<file path="src/rtl/i2c_bufrx_pkg.sv">
package i2c_bufrx_pkg;
  localparam logic [7:0] ST_IDLE      = 8'hF8;
  localparam logic [7:0] ST_OWN_ADDR  = 8'h60;
  localparam logic [7:0] ST_GC_ADDR   = 8'hD0;
  localparam logic [7:0] ST_OWN_ACK   = 8'h80;
  localparam logic [7:0] ST_OWN_NACK  = 8'h88;
  localparam logic [7:0] ST_GC_ACK    = 8'h90;
  localparam logic [7:0] ST_GC_NACK   = 8'h98;
  localparam logic [7:0] ST_ENDED     = 8'hA0;

  localparam logic [1:0] SEL_ADR = 2'd0;
  localparam logic [1:0] SEL_CTL = 2'd1;
  localparam logic [1:0] SEL_CNT = 2'd2;
  localparam logic [1:0] SEL_STA = 2'd3;

  localparam int CB_ACKEN = 7;
  localparam int CB_EN    = 6;
  localparam int CB_STREQ = 5;
  localparam int CB_SPREQ = 4;
  localparam int CB_FLAG  = 3;
  localparam int CB_MODE  = 0;

  typedef enum logic [2:0] {
    B_IDLE, B_ADDR, B_AACK, B_DATA, B_DACK, B_SKIP
  } bus_st_e;
endpackage

</file>
<file path="src/rtl/i2c_line_mon.sv">
module i2c_line_mon #(
  parameter int SYNC = 2
) (
  input  logic clk,
  input  logic rst,
  input  logic scl_i,
  input  logic sda_i,
  output logic scl_rise,
  output logic scl_fall,
  output logic start_det,
  output logic stop_det,
  output logic sda_lvl
);
  logic [SYNC:0] scl_sh, sda_sh;
  logic scl_c, scl_p, sda_c, sda_p;

  assign scl_c = scl_sh[SYNC-1];
  assign scl_p = scl_sh[SYNC];
  assign sda_c = sda_sh[SYNC-1];
  assign sda_p = sda_sh[SYNC];

  always_ff @(posedge clk) begin
    if (rst) begin
      scl_sh    <= '1;
      sda_sh    <= '1;
      scl_rise  <= 1'b0;
      scl_fall  <= 1'b0;
      start_det <= 1'b0;
      stop_det  <= 1'b0;
      sda_lvl   <= 1'b1;
    end else begin
      scl_sh    <= {scl_sh[SYNC-1:0], scl_i};
      sda_sh    <= {sda_sh[SYNC-1:0], sda_i};
      scl_rise  <= scl_c & ~scl_p;
      scl_fall  <= ~scl_c & scl_p;
      start_det <= scl_c & scl_p & sda_p & ~sda_c;
      stop_det  <= scl_c & scl_p & ~sda_p & sda_c;
      sda_lvl   <= sda_c;
    end
  end
endmodule

</file>
<file path="src/rtl/i2c_byte_mem.sv">
module i2c_byte_mem #(
  parameter int W     = 8,
  parameter int DEPTH = 68,
  parameter int AW    = $clog2(DEPTH)
) (
  input  logic          clk,
  input  logic          we,
  input  logic [AW-1:0] waddr,
  input  logic [W-1:0]  wdata,
  input  logic [AW-1:0] raddr,
  output logic [W-1:0]  rdata
);
  logic [W-1:0] mem [DEPTH];

  always_ff @(posedge clk) begin
    if (we) mem[waddr] <= wdata;
    rdata <= mem[raddr];
  end
endmodule

</file>
<file path="src/rtl/i2c_bufrx.sv">
module i2c_bufrx
  import i2c_bufrx_pkg::*;
#(
  parameter int DEPTH = 68,
  parameter int SYNC  = 2,
  localparam int AW   = $clog2(DEPTH)
) (
  input  logic          clk,
  input  logic          rst,
  input  logic          reg_we,
  input  logic [1:0]    reg_sel,
  input  logic [7:0]    reg_wdata,
  input  logic [1:0]    rd_sel,
  output logic [7:0]    rd_data,
  input  logic [AW-1:0] buf_raddr,
  output logic [7:0]    buf_rdata,
  input  logic          scl_i,
  input  logic          sda_i,
  output logic          scl_oe,
  output logic          sda_oe,
  output logic          irq_n
);
  localparam logic [6:0]    DEPTH7   = 7'(DEPTH);
  localparam logic [AW-1:0] DEPTH_AW = AW'(DEPTH);
  localparam logic [AW-1:0] ONE_AW   = AW'(1);

  logic scl_rise, scl_fall, start_det, stop_det, sda_lvl;
  logic [7:0] adr_q, ctl_q, cnt_q, stat_q;
  logic si_q;
  bus_st_e st;
  logic [2:0] bit_cnt;
  logic [7:0] shreg;
  logic [AW-1:0] idx, run_len, widx;
  logic wrap, is_gc, match_q, nack_q, final_q, ack_ph;
  logic mem_we;
  logic [AW-1:0] mem_waddr;
  logic [7:0] mem_wdata;
  logic [7:0] rx_byte;
  logic addressed, may_ack, own_hit, gc_hit, is_final;

  i2c_line_mon #(.SYNC(SYNC)) u_mon (
    .clk(clk), .rst(rst), .scl_i(scl_i), .sda_i(sda_i),
    .scl_rise(scl_rise), .scl_fall(scl_fall),
    .start_det(start_det), .stop_det(stop_det), .sda_lvl(sda_lvl)
  );

  i2c_byte_mem #(.W(8), .DEPTH(DEPTH), .AW(AW)) u_mem (
    .clk(clk), .we(mem_we), .waddr(mem_waddr), .wdata(mem_wdata),
    .raddr(buf_raddr), .rdata(buf_rdata)
  );

  // Run length: byte mode gives one byte, out-of-range counts clamp to depth
  always_comb begin
    if (!ctl_q[CB_MODE])
      run_len = ONE_AW;
    else if (cnt_q[6:0] == 7'd0 || cnt_q[6:0] > DEPTH7)
      run_len = DEPTH_AW;
    else
      run_len = AW'(cnt_q[6:0]);
  end

  assign rx_byte   = {shreg[6:0], sda_lvl};
  assign addressed = (st == B_DATA) || (st == B_DACK);
  assign may_ack   = ctl_q[CB_EN] & ctl_q[CB_ACKEN] & ~ctl_q[CB_STREQ]
                   & ~ctl_q[CB_SPREQ] & ~si_q;
  assign own_hit   = (rx_byte[7:1] == adr_q[7:1]) & ~rx_byte[0];
  assign gc_hit    = (rx_byte == 8'h00) & adr_q[0];
  assign widx      = wrap ? '0 : idx;
  assign is_final  = (widx + ONE_AW) == run_len;

  always_ff @(posedge clk) begin
    mem_we <= 1'b0;
    if (rst) begin
      adr_q   <= 8'h00;
      ctl_q   <= 8'h00;
      cnt_q   <= 8'h00;
      stat_q  <= ST_IDLE;
      si_q    <= 1'b0;
      st      <= B_IDLE;
      bit_cnt <= 3'd0;
      shreg   <= 8'h00;
      idx     <= '0;
      wrap    <= 1'b0;
      is_gc   <= 1'b0;
      match_q <= 1'b0;
      nack_q  <= 1'b0;
      final_q <= 1'b0;
      ack_ph  <= 1'b0;
      sda_oe  <= 1'b0;
      mem_waddr <= '0;
      mem_wdata <= 8'h00;
    end else begin
      if (reg_we) begin
        case (reg_sel)
          SEL_ADR: adr_q <= reg_wdata;
          SEL_CTL: begin
            ctl_q <= {reg_wdata[7:4], 3'b000, reg_wdata[0]};
            if (!reg_wdata[CB_FLAG]) si_q <= 1'b0;
          end
          SEL_CNT: cnt_q <= reg_wdata;
          default: ;
        endcase
      end
      if (start_det || stop_det) begin
        if (addressed && !si_q) begin
          si_q   <= 1'b1;
          stat_q <= ST_ENDED;
        end
        st      <= start_det ? B_ADDR : B_IDLE;
        bit_cnt <= 3'd0;
        ack_ph  <= 1'b0;
        sda_oe  <= 1'b0;
      end else begin
        case (st)
          B_ADDR: if (scl_rise) begin
            shreg   <= rx_byte;
            bit_cnt <= bit_cnt + 3'd1;
            if (bit_cnt == 3'd7) begin
              match_q <= may_ack & (own_hit | gc_hit);
              is_gc   <= gc_hit;
              st      <= B_AACK;
            end
          end
          B_AACK: if (scl_fall) begin
            if (!ack_ph) begin
              ack_ph <= 1'b1;
              sda_oe <= match_q;
              if (!match_q) st <= B_SKIP;
            end else begin
              ack_ph  <= 1'b0;
              sda_oe  <= 1'b0;
              si_q    <= 1'b1;
              stat_q  <= is_gc ? ST_GC_ADDR : ST_OWN_ADDR;
              idx     <= '0;
              wrap    <= 1'b0;
              bit_cnt <= 3'd0;
              st      <= B_DATA;
            end
          end
          B_DATA: if (scl_rise) begin
            shreg   <= rx_byte;
            bit_cnt <= bit_cnt + 3'd1;
            if (bit_cnt == 3'd7) begin
              mem_we    <= 1'b1;
              mem_waddr <= widx;
              mem_wdata <= rx_byte;
              idx       <= widx + ONE_AW;
              wrap      <= 1'b0;
              final_q   <= is_final;
              nack_q    <= is_final & (~ctl_q[CB_ACKEN] | cnt_q[7]);
              st        <= B_DACK;
            end
          end
          B_DACK: if (scl_fall) begin
            if (!ack_ph) begin
              ack_ph <= 1'b1;
              sda_oe <= ~nack_q;
            end else begin
              ack_ph  <= 1'b0;
              sda_oe  <= 1'b0;
              bit_cnt <= 3'd0;
              st      <= nack_q ? B_SKIP : B_DATA;
              if (final_q) begin
                si_q <= 1'b1;
                wrap <= 1'b1;
                case ({is_gc, nack_q})
                  2'b00:   stat_q <= ST_OWN_ACK;
                  2'b01:   stat_q <= ST_OWN_NACK;
                  2'b10:   stat_q <= ST_GC_ACK;
                  default: stat_q <= ST_GC_NACK;
                endcase
              end
            end
          end
          default: ;
        endcase
      end
    end
  end

  // Registered outputs: interrupt, clock stretch and register read
  always_ff @(posedge clk) begin
    if (rst) begin
      irq_n   <= 1'b1;
      scl_oe  <= 1'b0;
      rd_data <= 8'h00;
    end else begin
      irq_n  <= ~si_q;
      scl_oe <= si_q & (st != B_IDLE) & (st != B_SKIP);
      case (rd_sel)
        SEL_ADR: rd_data <= adr_q;
        SEL_CTL: rd_data <= ctl_q | {4'b0000, si_q, 3'b000};
        SEL_CNT: rd_data <= {cnt_q[7], 7'(idx)};
        default: rd_data <= stat_q;
      endcase
    end
  end
endmodule

</file>
<file path="config.mk">
export PLATFORM = sky130hd
export DESIGN_NAME = i2c_bufrx
export DESIGN_NICKNAME = d
export VERILOG_FILES = /design/src/rtl/i2c_bufrx_pkg.sv /design/src/rtl/i2c_line_mon.sv /design/src/rtl/i2c_byte_mem.sv /design/src/rtl/i2c_bufrx.sv
export SDC_FILE = /design/constraint.sdc
export NUM_CORES = 1
export LEC_CHECK = 0
export ABC_CLOCK_PERIOD_IN_PS = 3200
export BUFFER_PORTS_ARGS = -buffer_cell sky130_fd_sc_hd__buf_2
export CORE_ASPECT_RATIO = 0.7
export CORE_UTILIZATION = 60
export CTS_CLUSTER_SIZE = 24
export DETAILED_ROUTE_END_ITERATION = 7
export GPL_ROUTABILITY_DRIVEN = 0
export PLACE_DENSITY = 0.75
export SLEW_MARGIN = 20
export SYNTH_ARGS = -nofsm -noshare
export SYNTH_HDL_FRONTEND = slang
export SYNTH_SLANG_ARGS = --single-unit
</file>
<file path="constraint.sdc">
create_clock -name clk -period 3.2 [get_ports clk]
set_input_delay 0.64 -clock clk [delete_from_list [all_inputs] [get_ports clk]]
set_output_delay 0.64 -clock clk [all_outputs]
set_load 0.05 [all_outputs]
</file>
==> Word level (Yosys, flattened, before mapping) <==
Memory sizes are Yosys's and may differ from the RTL's. A register that Yosys moved wholly into a read port is not among the register bits.
Index checks and enable logic that the tools add are counted.
{ "totals": {"ff_bits": 94, "ram_bits": 544, "input_bits": 24, "output_inout_bits": 19, "word_cells": 199, "memories": 1} }
{ "memory_table": {"columns": ["name", "words", "word_bits", "rd", "rd_clocked_by_memory_dff", "write_ports", "line", "rtl"], "rows": [
  ["u_mem.mem", 68, 8, 1, 1, 1, "i2c_byte_mem.sv:13", "logic [W-1:0] mem [DEPTH];"]
]} }
{ "op_classes": {"add_sub_neg": 2, "magnitude_cmp": 1, "eq_ne": 35, "n_mux": 64, "bitwise_logic": 33, "reduce_logical": 34} }
{ "ops": {"columns": ["operator", "count"], "rows": [
  ["8-bit 2-to-1 mux", 8],
  ["7-bit 2-to-1 mux", 7],
  ["3-bit 2-to-1 mux", 14],
  ["1-bit 2-to-1 mux", 26],
  ["8-bit one-hot mux with 3 select lines", 1],
  ["9-bit AND reduction", 2],
  ["1-bit bitwise AND", 17],
  ["2-bit by 1-bit inequality test with 1-bit output, second input constant", 8],
  ["8-bit one-hot mux with 2 select lines", 1],
  ["5-bit one-hot mux with 3 select lines", 1],
  ["7-bit == test", 2],
  ["7-bit one-hot mux with 2 select lines", 1],
  ["1-bit NOT", 13],
  ["3-bit by 2-bit inequality test with 1-bit output, second input constant", 4],
  ["3-bit one-hot mux with 4 select lines", 1],
  ["4-bit AND reduction", 3],
  ["3-bit by 1-bit inequality test with 1-bit output, second input constant", 3],
  ["3-bit inequality test, second input constant", 3],
  ["3-bit nonzero test", 3],
  ["8-bit zero test", 1],
  ["8-bit by 4-bit OR with 8-bit output", 1],
  ["2-bit AND reduction", 4],
  ["7-bit by 1-bit adder with 7-bit output, second input constant", 1],
  ["7-bit > comparator, second input constant", 1],
  ["other kinds (24)", 43]
]} }

==> Logic depth before layout (Yosys ltp) <==
Gate-level depths: netlist of the first run.
{ "depth": {"word_depth": 8, "mapped_depth": 9, "mapped_depth_nobuf": 9} }

==> Hierarchy <==
A second synthesis of the first run with hierarchy kept.
{ "unflattened": {"cells_unflattened": 1430, "hier_area_um2": 25379.3} }
{ "by_module_without_submodules": {"columns": ["module", "instances", "cells_each", "area_each_um2", "seq_area_each_um2"], "rows": [
  ["i2c_byte_mem", 1, 978, 21350.5, 16495.8],
  ["i2c_bufrx", 1, 430, 3728.6, 1601.5],
  ["i2c_line_mon", 1, 22, 300.3, 200.2]
]} }

==> Least setup slack after synthesis of the first run <==
No wires, ideal clock.
{ "synth_timing": {"kind": "input to register", "start": "in buf_raddr[2]", "end": "reg u_mem.rdata[0] (read register of u_mem.mem)", "setup_ps": 122, "arrival_ps": 2431, "required_time_ps": 3078, "setup_slack_ps": 647, "path_stages": 7, "n_path_buf": 2, "path_cell_list": "buf_2 -> clkbuf_1 -> mux4_2 -> mux2_2 -> a22oi_1 -> o221ai_1 -> a221o_1"} }
{ "synth_lines": {"columns": ["element", "line", "rtl"], "rows": [
  ["start: declaration", "i2c_bufrx.sv:15", "input logic [AW-1:0] buf_raddr,"],
  ["end: declaration", "i2c_byte_mem.sv:11", "output logic [W-1:0] rdata"]
]} }

==> Worst setup path after layout of the first run <==
{ "layout_timing": {"start": "reg idx[0]", "end": "reg nack_q"} }
{ "layout_between": {"elab_chain_len": 4} }
{ "layout_lines": {"columns": ["element", "line", "rtl"], "rows": [
  ["start: declaration", "i2c_bufrx.sv:33", "logic [AW-1:0] idx, run_len, widx;"],
  ["start signal: assignment", "i2c_bufrx.sv:147", "idx <= widx + ONE_AW;"],
  ["7-bit 2-to-1 mux", "i2c_bufrx.sv:68", "assign widx = wrap ? '0 : idx;"],
  ["net widx[0]", "i2c_bufrx.sv:33", null],
  ["7-bit by 1-bit adder with 7-bit output", "i2c_bufrx.sv:69", "assign is_final = (widx + ONE_AW) == run_len;"],
  ["7-bit == test", "i2c_bufrx.sv:69", null],
  ["1-bit bitwise AND", "i2c_bufrx.sv:150", "nack_q <= is_final & (~ctl_q[CB_ACKEN] | cnt_q[7]);"],
  ["end signal: assignment", "i2c_bufrx.sv:150", null],
  ["end: declaration", "i2c_bufrx.sv:34", "logic wrap, is_gc, match_q, nack_q, final_q, ack_ph;"]
]} }
The timed path passes the listed nets, and every way through them passes these cells.
A chain may end at the register's enable or synchronous reset.

==> results of run 1 <==
-- layout by cell type, fill, tap and decap left out, drive strengths merged, types with 2 or more instances in the layout --
master,Yosys,layout
a211o,3,3
nor2b,29,29
mux2i,80,80
clkinv,0,25
xnor2,2,2
a221o,9,9
nor2,127,127
o221ai,8,8
or2,8,8
xor2,10,10
bufinv,0,6
clkinvlp,0,5
nand2,68,68
and2,2,2
nor3,19,19
nand3,25,25
a221oi,9,9
or4,2,2
ha,3,3
a21oi,39,39
mux4,141,141
clkbuf,35,72
o21ai,13,13
dfxtp,98,98
nand3b,8,8
nor3b,5,5
mux2,20,20
nand2b,11,11
buf,40,109
edfxtp,544,544
a211oi,2,2
inv,6,7
a22oi,19,19
nor4,5,5
and3,3,3
-- sequential cells by signal (all words and copies together) (netlist names), 3 cells and up --
name          count
u_mem.mem       544
adr_q             8
cnt_q             8
mem_wdata         8
rd_data           8
u_mem.rdata       8
idx               7
mem_waddr         7
shreg             7
ctl_q             5
stat_q            5
bit_cnt           3
st                3
u_mon.scl_sh      3
u_mon.sda_sh      3
-- final timing paths --
| kind | start | depth (start not counted) | to |
|---|---|---|---|
| min reg2reg | u_mon.sda_sh[0]$_SDFF_PP1_ | 1 | u_mon.sda_sh[1]$_SDFF_PP1_ |
| min | sda_i | 2 | u_mon.sda_sh[0]$_SDFF_PP1_ |
| max reg2reg | idx[0]$_SDFFE_PP0P_ | 8 | nack_q$_SDFFE_PP0P_ |
| max | idx[0]$_SDFFE_PP0P_ | 8 | nack_q$_SDFFE_PP0P_ |
-- final cells by class --
type / instances / area, um^2
Tap cell: 544 / 681
Fill cell: 2618 / 12900
Inverter: 6 / 22.5
Clock buffer: 72 / 1540
Clock inverter: 37 / 364
Timing Repair Buffer: 109 / 828
Multi-Input combinational cell: 690 / 6640
Sequential cell: 642 / 18300
-- stage by stage --
step / hold WS, ns / total power, W
after floorplan: 0.389 / 0.00967
after global placement: 0.392 / 0.00985
after detailed placement: 0.403 / 0.00986
after CTS: 0.199 / 0.0167
after global routing: 0.202 / 0.0171
final: 0.217 / 0.0166
-- worst max-delay path, delay by kind of cell (launching register included) --
family | cells | cell delay [ns]
muxes | 1 | 0.37
DFF | 1 | 0.47
AOI/OAI and AO/OA | 3 | 0.81
and+or+nand+nor | 2 | 0.45
buffers and inverters | 1 | 0.11
adders and majority gates | 1 | 0.27
-- power groups by stage --
stage                     Sequential [W]  Combinational (W)  Clock [W]
final                            0.00899           0.000687    0.00694
after global routing             0.00899           0.000730    0.00733
after CTS                        0.00900           0.000688    0.00702
after detailed placement         0.00918           0.000685          0
after global placement           0.00918           0.000677          0
after floorplan                  0.00921           0.000456          0
-- kinds of logic after synthesis --
family	after synthesis
buffers and inverters	81
xor gates and xnor gates	13
adders and majority gates	3
muxes	241
and+or+nand+nor	318
DFF	642
AOI/OAI and AO/OA	115
-- metal layers --
| metal | part of all wire | vias to the layer above | track usage |
|---|---|---|---|
| li1 | - | 5807 | - |
| met1 | 0.44 | 6936 | 0.427 |
| met4 | 0.020 | 0 | 0.0660 |
| met2 | 0.45 | 699 | 0.377 |
| met3 | 0.093 | 88 | 0.0593 |
| met5 | 0 | - | 0 |
==> key figures, run 1 <==
Logic synthesis
  • FF+latch count, synth: between 600 and 700
  • Synthesized netlist net count: roughly 1400
  • Post-synth top flop: edfxtp_1
  • Post-synthesis simple-gate area fraction: 0.0584
  • Library cell with the largest summed area after synthesis: edfxtp_1
  • Synth Area in XOR/XNOR: 0.00504
  • Most frequent cell after synthesis: edfxtp_1
  • Area of the mapped netlist: ~25000 um^2
  • Area share of fa/ha/maj cells after synthesis: 0.00148
  • Yosys warns: 0
  • Complex-gate fraction of the synthesized area: 0.0315
  • Area share of the largest cell type after synthesis: 0.645
  • Biggest area contributors in the synthesized netlist: edfxtp_1 (65%), mux4_2 (13%), dfxtp_1 (7.7%), mux2i_1 (3.2%), nor2_1 (1.9%)
  • Number of distinct library cells after synthesis: 55
  • Share of synthesized area occupied by flip-flops and latches: 0.723
  • Main combinational cell family by area after synthesis: multiplexers
  • Most frequent cells after synthesis: edfxtp_1 (544), mux4_2 (141), nor2_1 (127), dfxtp_1 (98), mux2i_1 (80)
  • Post-synthesis area per instance: between 15 and 20 um^2
  • Cells after synthesis: about 1400
  • Post-synthesis async set-or-reset flop share: 0
  • Number of enable-type register cells in the synthesized netlist: roughly 540
  • Mux share of post-synthesis cell area: 0.166

Critical path
  • Slack of the worst reg-to-reg path: approximately 0.63 ns
  • Required @ worst endpoint: about 3.7 ns
  • Critical path, cell by cell: nand2b_1, inv_1, ha_1, and3_1, mux2_2, a2111oi_0, o21ai_0, o31ai_1
  • Startpoint types: flop
  • Critical path arrival: 3.09 ns
  • Kind of end point of the critical path: flop
  • Kind of critical path: flop to flop
  • Maximum single-stage delay on the critical path: between 0.4 and 0.5 ns
  • Cell type of the slowest stage on the worst timing path: dfxtp_1
  • Highest fanout seen on the critical path: 6

Die
  • Starting Density: 0.614
  • Die ar.: about 43000 um^2
  • Floorplan die height: around 170 um
  • Chip width: approximately 250 um
  • Number of top-level design ports: between 40 and 50
  • Core Footprint: 41300 um^2
  • Std-Cell Rows: 62

Layout
  • Antenna Cells: 0
  • Final standard cell count with taps included and fillers excluded: 2100
  • Synthesis-to-finish area growth: 12.1%
  • Fraction of final layout cells sized beyond drive strength 1: 0.240
  • Final core utilization: 0.688
  • Count of nets after finishing: roughly 1500
  • Total non-filler cell area in the finished layout: approximately 28000 um^2

STA
  • Worst clock skew: slightly below 0.02 ns
  • Final period utilization: 0.803
  • Post-Route Setup TNS: 0 ns
  • Tightest slew margin relative to the limit: 0.345
  • Final-report max-slew violation count: 0
  • Final Critical Period: roughly 2.6 ns
  • Worst Slack Setup Final: approximately 0.63 ns
  • Worst-Margin Slew: roughly 1 ns
  • Final setup violation count: 0
  • Unrepaired setup endpoints after global routing: false
  • Number of endpoints with negative hold slack in the final report: 0
  • FMAX: 389 MHz

CTS
  • Clock Latency Late Sink: about 0.61 ns
  • Clock tree from TritonCTS: built
  • Number of setup buffers added after CTS: 0
  • Cell at the root of the clock tree: clkbuf_16
  • Resized cells post-CTS: 0
  • CTS Hold Buffers Added: 0
  • Number of levels in the clock H-tree: 2
  • Total clock buffers created by CTS: between 50 and 60
  • Maximum count of clock buffers along a single path: 3
  • Clk sink count: 642
  • Clock Pin Slew Worst Setup and Hold Paths: about 0.070 ns

Power
  • Largest voltage drop on the vdd net: 0.602 mV
  • Combinational power share: 0.041
  • Pwr dens: slightly below 600 nW/um^2
  • Clock share of power: 0.418
  • Static Leak: around 9.5 nW
  • Proportion of power drawn by flip-flops and latches: 0.541
  • Total internal power: roughly 0.013 W
  • Proportion of total power due to net switching: 0.208
  • Switch Pwr: between 0.003 and 0.004 W

Status
  • Outcome: finished, final reports clean

Placed design
  • Number of port buffers: 42
  • Placed insts: about 2000
  • Post-place setup slack: roughly 0.25 ns
  • Sum of net half-perimeters after detailed placement: around 35 mm
  • Cell area reported after detailed placement: between 20000 and 30000 um^2

Route
  • Number of DRC violations after detailed-routing iteration 0: between 1000 and 1500
  • Average routed wire per standard cell: between 20 and 30 um
  • DR DRC count: 0
  • Total number of vias: between 10000 and 15000
  • Number of detailed-routing iterations run before antenna repair: 5
  • Overall routed net length: roughly 56 mm
  • Number of vias per cell: approximately 6.4
  • Antenna-violating nets left: 0

Global routing
  • Wire length of the first global-routing pass: around 84 mm
  • Remaining Overflow, GRT: 0
  • Vias in the first global route: between 10000 and 15000
  • Pin count of the biggest net entering global routing: 55
  • Number of antenna violations at the first check in global routing: 0
  • Tot GR Track Use: 0.268

Run
  • Max-Cap Viols: 0

Hold path
  • Min-delay worst type: input port to flop
Note: power is estimated with default switching activity, not from simulation.
==> run 2, diff against run 1 <==
--- a/config.mk
+++ b/config.mk
@@ -5,7 +5,7 @@
 export SDC_FILE = /design/constraint.sdc
 export NUM_CORES = 1
 export LEC_CHECK = 0
-export ABC_CLOCK_PERIOD_IN_PS = 3200
+export ABC_CLOCK_PERIOD_IN_PS = 2500
 export BUFFER_PORTS_ARGS = -buffer_cell sky130_fd_sc_hd__buf_2
 export CORE_ASPECT_RATIO = 0.7
 export CORE_UTILIZATION = 60
==> constraint.sdc (replaced) <==
create_clock -name clk -period 2.5 [get_ports clk]
set_input_delay 0.5 -clock clk [delete_from_list [all_inputs] [get_ports clk]]
set_output_delay 0.5 -clock clk [all_outputs]
set_load 0.05 [all_outputs]
==> key figures, run 2 (synthesized netlist as in run 1, its figures left out) <==
Critical path
  • Slack of the worst reg-to-reg path: 0.31 ns (-0.31 ns)
  • Kind of critical path: flop to flop
  • Kind of end point of the critical path: flop
  • Critical path arrival: 2.68 ns (-0.41 ns)
  • Critical path, cell by cell: or4_1, o41ai_2, a211oi_1, o32ai_1, o2111ai_1, o31ai_1
  • Highest fanout seen on the critical path: 6 (unchanged)
  • Worst reg-to-reg path cell count: 6 (-2)
  • Cell type of the slowest stage on the worst timing path: or4_1
  • Required @ worst endpoint: 3.00 ns (-0.72 ns)
  • Startpoint types: flop
  • Maximum single-stage delay on the critical path: 0.62 ns (+0.15 ns)

STA
  • Worst clock skew: 0.0261 ns (+0.00644 ns)
  • Final period utilization: 0.874 (+0.0709)
  • Final setup violation count: 0 (unchanged)
  • Number of endpoints with negative hold slack in the final report: 0 (unchanged)
  • Tightest slew margin relative to the limit: 0.464 (+0.119)
  • FMAX: 457 MHz (+18%)
  • Worst-Margin Slew: 0.804 ns (-0.174 ns)
  • Worst Slack Setup Final: 0.314 ns (-0.315 ns)
  • Final Critical Period: 2.19 ns (-0.385 ns)
  • Final-report max-slew violation count: 0 (unchanged)
  • Unrepaired setup endpoints after global routing: false

CTS
  • Clock Latency Late Sink: 0.59 ns (-0.02 ns)
  • CTS Hold Buffers Added: 0 (unchanged)
  • Maximum count of clock buffers along a single path: 3 (unchanged)
  • Cell at the root of the clock tree: clkbuf_16
  • Clock tree from TritonCTS: built
  • Total clock buffers created by CTS: 56 (-3.4%)
  • Number of levels in the clock H-tree: 2 (unchanged)
  • Resized cells post-CTS: 0 (unchanged)
  • Clk sink count: 642 (unchanged)
  • Number of setup buffers added after CTS: 0 (unchanged)
  • Clock Pin Slew Worst Setup and Hold Paths: 0.06 ns (about the same)

Die
  • Floorplan die height: 174 um (unchanged)
  • Number of top-level design ports: 43 (unchanged)
  • Starting Density: 0.614 (unchanged)
  • Die ar.: 43000 um^2 (unchanged)
  • Chip width: 248 um (unchanged)
  • Std-Cell Rows: 62 (unchanged)
  • Core Footprint: 41300 um^2 (unchanged)

Global routing
  • Pin count of the biggest net entering global routing: 45 (-18%)
  • Number of antenna violations at the first check in global routing: 1 (+1)
  • Met1 GRT Util: 0.435 (+0.00796)
  • Met2 capacity usage during global routing: 0.394 (+0.0170)
  • Remaining Overflow, GRT: 0 (unchanged)
  • Vias in the first global route: 13900 (+4.1%)
  • Most congested layer reported by global routing: met1
  • Global routing usage on met3: 0.0675 (+0.00820)
  • Wire length of the first global-routing pass: 87.0 mm (+3.4%)
  • Tot GR Track Use: 0.278 (+0.0104)

Layout
  • Max reg flops: 544 (unchanged)
  • Antenna Cells: 0 (unchanged)
  • Most flop-heavy register: u_mem.mem
  • Total non-filler cell area in the finished layout: 29100 um^2 (+2.4%)
  • Synthesis-to-finish area growth: 14.7%
  • Count of nets after finishing: 1610 (+5.0%)
  • Top library cells by usage in the layout, fill and taps aside: edfxtp_1 (544), mux4_2 (141), nor2_1 (127), buf_4 (127), dfxtp_1 (90)
  • Fraction of final layout cells sized beyond drive strength 1: 0.275 (+0.0357)
  • Most common library cell in the layout ignoring fill and taps: edfxtp_1

Placed design
  • Cell area reported after detailed placement: 27200 um^2 (+2.7%)
  • Number of port buffers: 42 (unchanged)
  • Post-place setup slack: -0.150 ns (-0.399 ns)
  • Sum of net half-perimeters after detailed placement: 37.5 mm (+6.1%)

Hold path
  • Cell count of the worst hold path: 2 (unchanged)
  • Min-delay worst type: input port to flop

Status
  • Outcome: finished, final reports clean

Route
  • Overall routed net length: 58.0 mm (+3.7%)
  • DR DRC count: 0 (unchanged)
  • Number of detailed-routing iterations run before antenna repair: 5 (unchanged)
  • Number of vias per cell: 6.40 (-0.68%)
  • Total number of vias: 13900 (+2.8%)
  • Antenna-violating nets left: 0 (unchanged)
  • Number of DRC violations after detailed-routing iteration 0: 1573 (+8.5%)
  • Average routed wire per standard cell: 26.7 um (+0.19%)

Run
  • Max-Cap Viols: 0 (unchanged)

Power
  • Pwr dens: 727 nW/um^2 (+24%)
  • Largest voltage drop on the vdd net: 0.803 mV (+33%)
  • Static Leak: 9.98 nW (+4.6%)
-- run 2: cell types whose count changed in the layout (fill, tap and decap cells not counted), moves of 2 or more --
cell,before,now
clkbuf_1,12,18
clkinv_1,12,4
clkbuf_8,1,4
dfxtp_2,6,8
bufinv_16,6,4
buf_4,60,127
clkinvlp_4,4,1
buf_12,8,19
dfxtp_4,2,0
-- run 2: through the flow --
step | TNS, ns | utilization | hold WS [ns] | cells | total power, W
after floorplan | 0 | - | 0.389 | 1413 | 0.0124
after global placement | -0.345 | 0.659 | 0.391 | 2069 | 0.0127
after detailed placement | -0.494 | 0.659 | 0.395 | 2069 | 0.0127
after CTS | 0 | 0.704 | 0.0851 | 2174 | 0.0212
after global routing | 0 | 0.704 | 0.0999 | 2174 | 0.0217
final | 0 | 0.704 | 0.109 | 2174 | 0.0211
-- run 2: worst paths after layout --
check	from	end
setup reg to reg	cnt_q[3]$_SDFFE_PP0P_	nack_q$_SDFFE_PP0P_
hold reg to reg	u_mon.sda_sh[0]$_SDFF_PP1_	u_mon.sda_sh[1]$_SDFF_PP1_
hold / removal	sda_i	u_mon.sda_sh[0]$_SDFF_PP1_
setup / recovery	cnt_q[3]$_SDFFE_PP0P_	nack_q$_SDFFE_PP0P_
-- run 2: layout make-up --
cell class	instances	area, um^2
sequential	642	18300
fill	2539	12200
multi-input combinational	690	6640
clock buffer	82	1610
timing repair buffer	187	1550
tap	544	681
clock inverter	23	244
inverter	6	22.5
-- run 2: power breakdown --
part	switching [W]	internal (W)	leakage, nW
Sequential	0.0000450	0.0115	5.84
Combinational	0.000507	0.000444	3.23
Clock	0.00377	0.00489	0.906
-- run 2: layer usage --
| metal | vias up | wire length [um] |
|---|---|---|
| li1 | 5950 | - |
| met1 | 7135 | 25100 |
| met2 | 733 | 25900 |
| met3 | 91 | 5710 |
| met4 | 2 | 1280 |
| met5 | - | 15 |
-- run 2: worst max-delay path, delay by kind of cell, from the launching register on --
family | cells | cell delay [ns]
AND/OR/NAND/NOR | 1 | 0.62
AO/OA/AOI/OAI | 5 | 1.11
flip-flops | 1 | 0.36
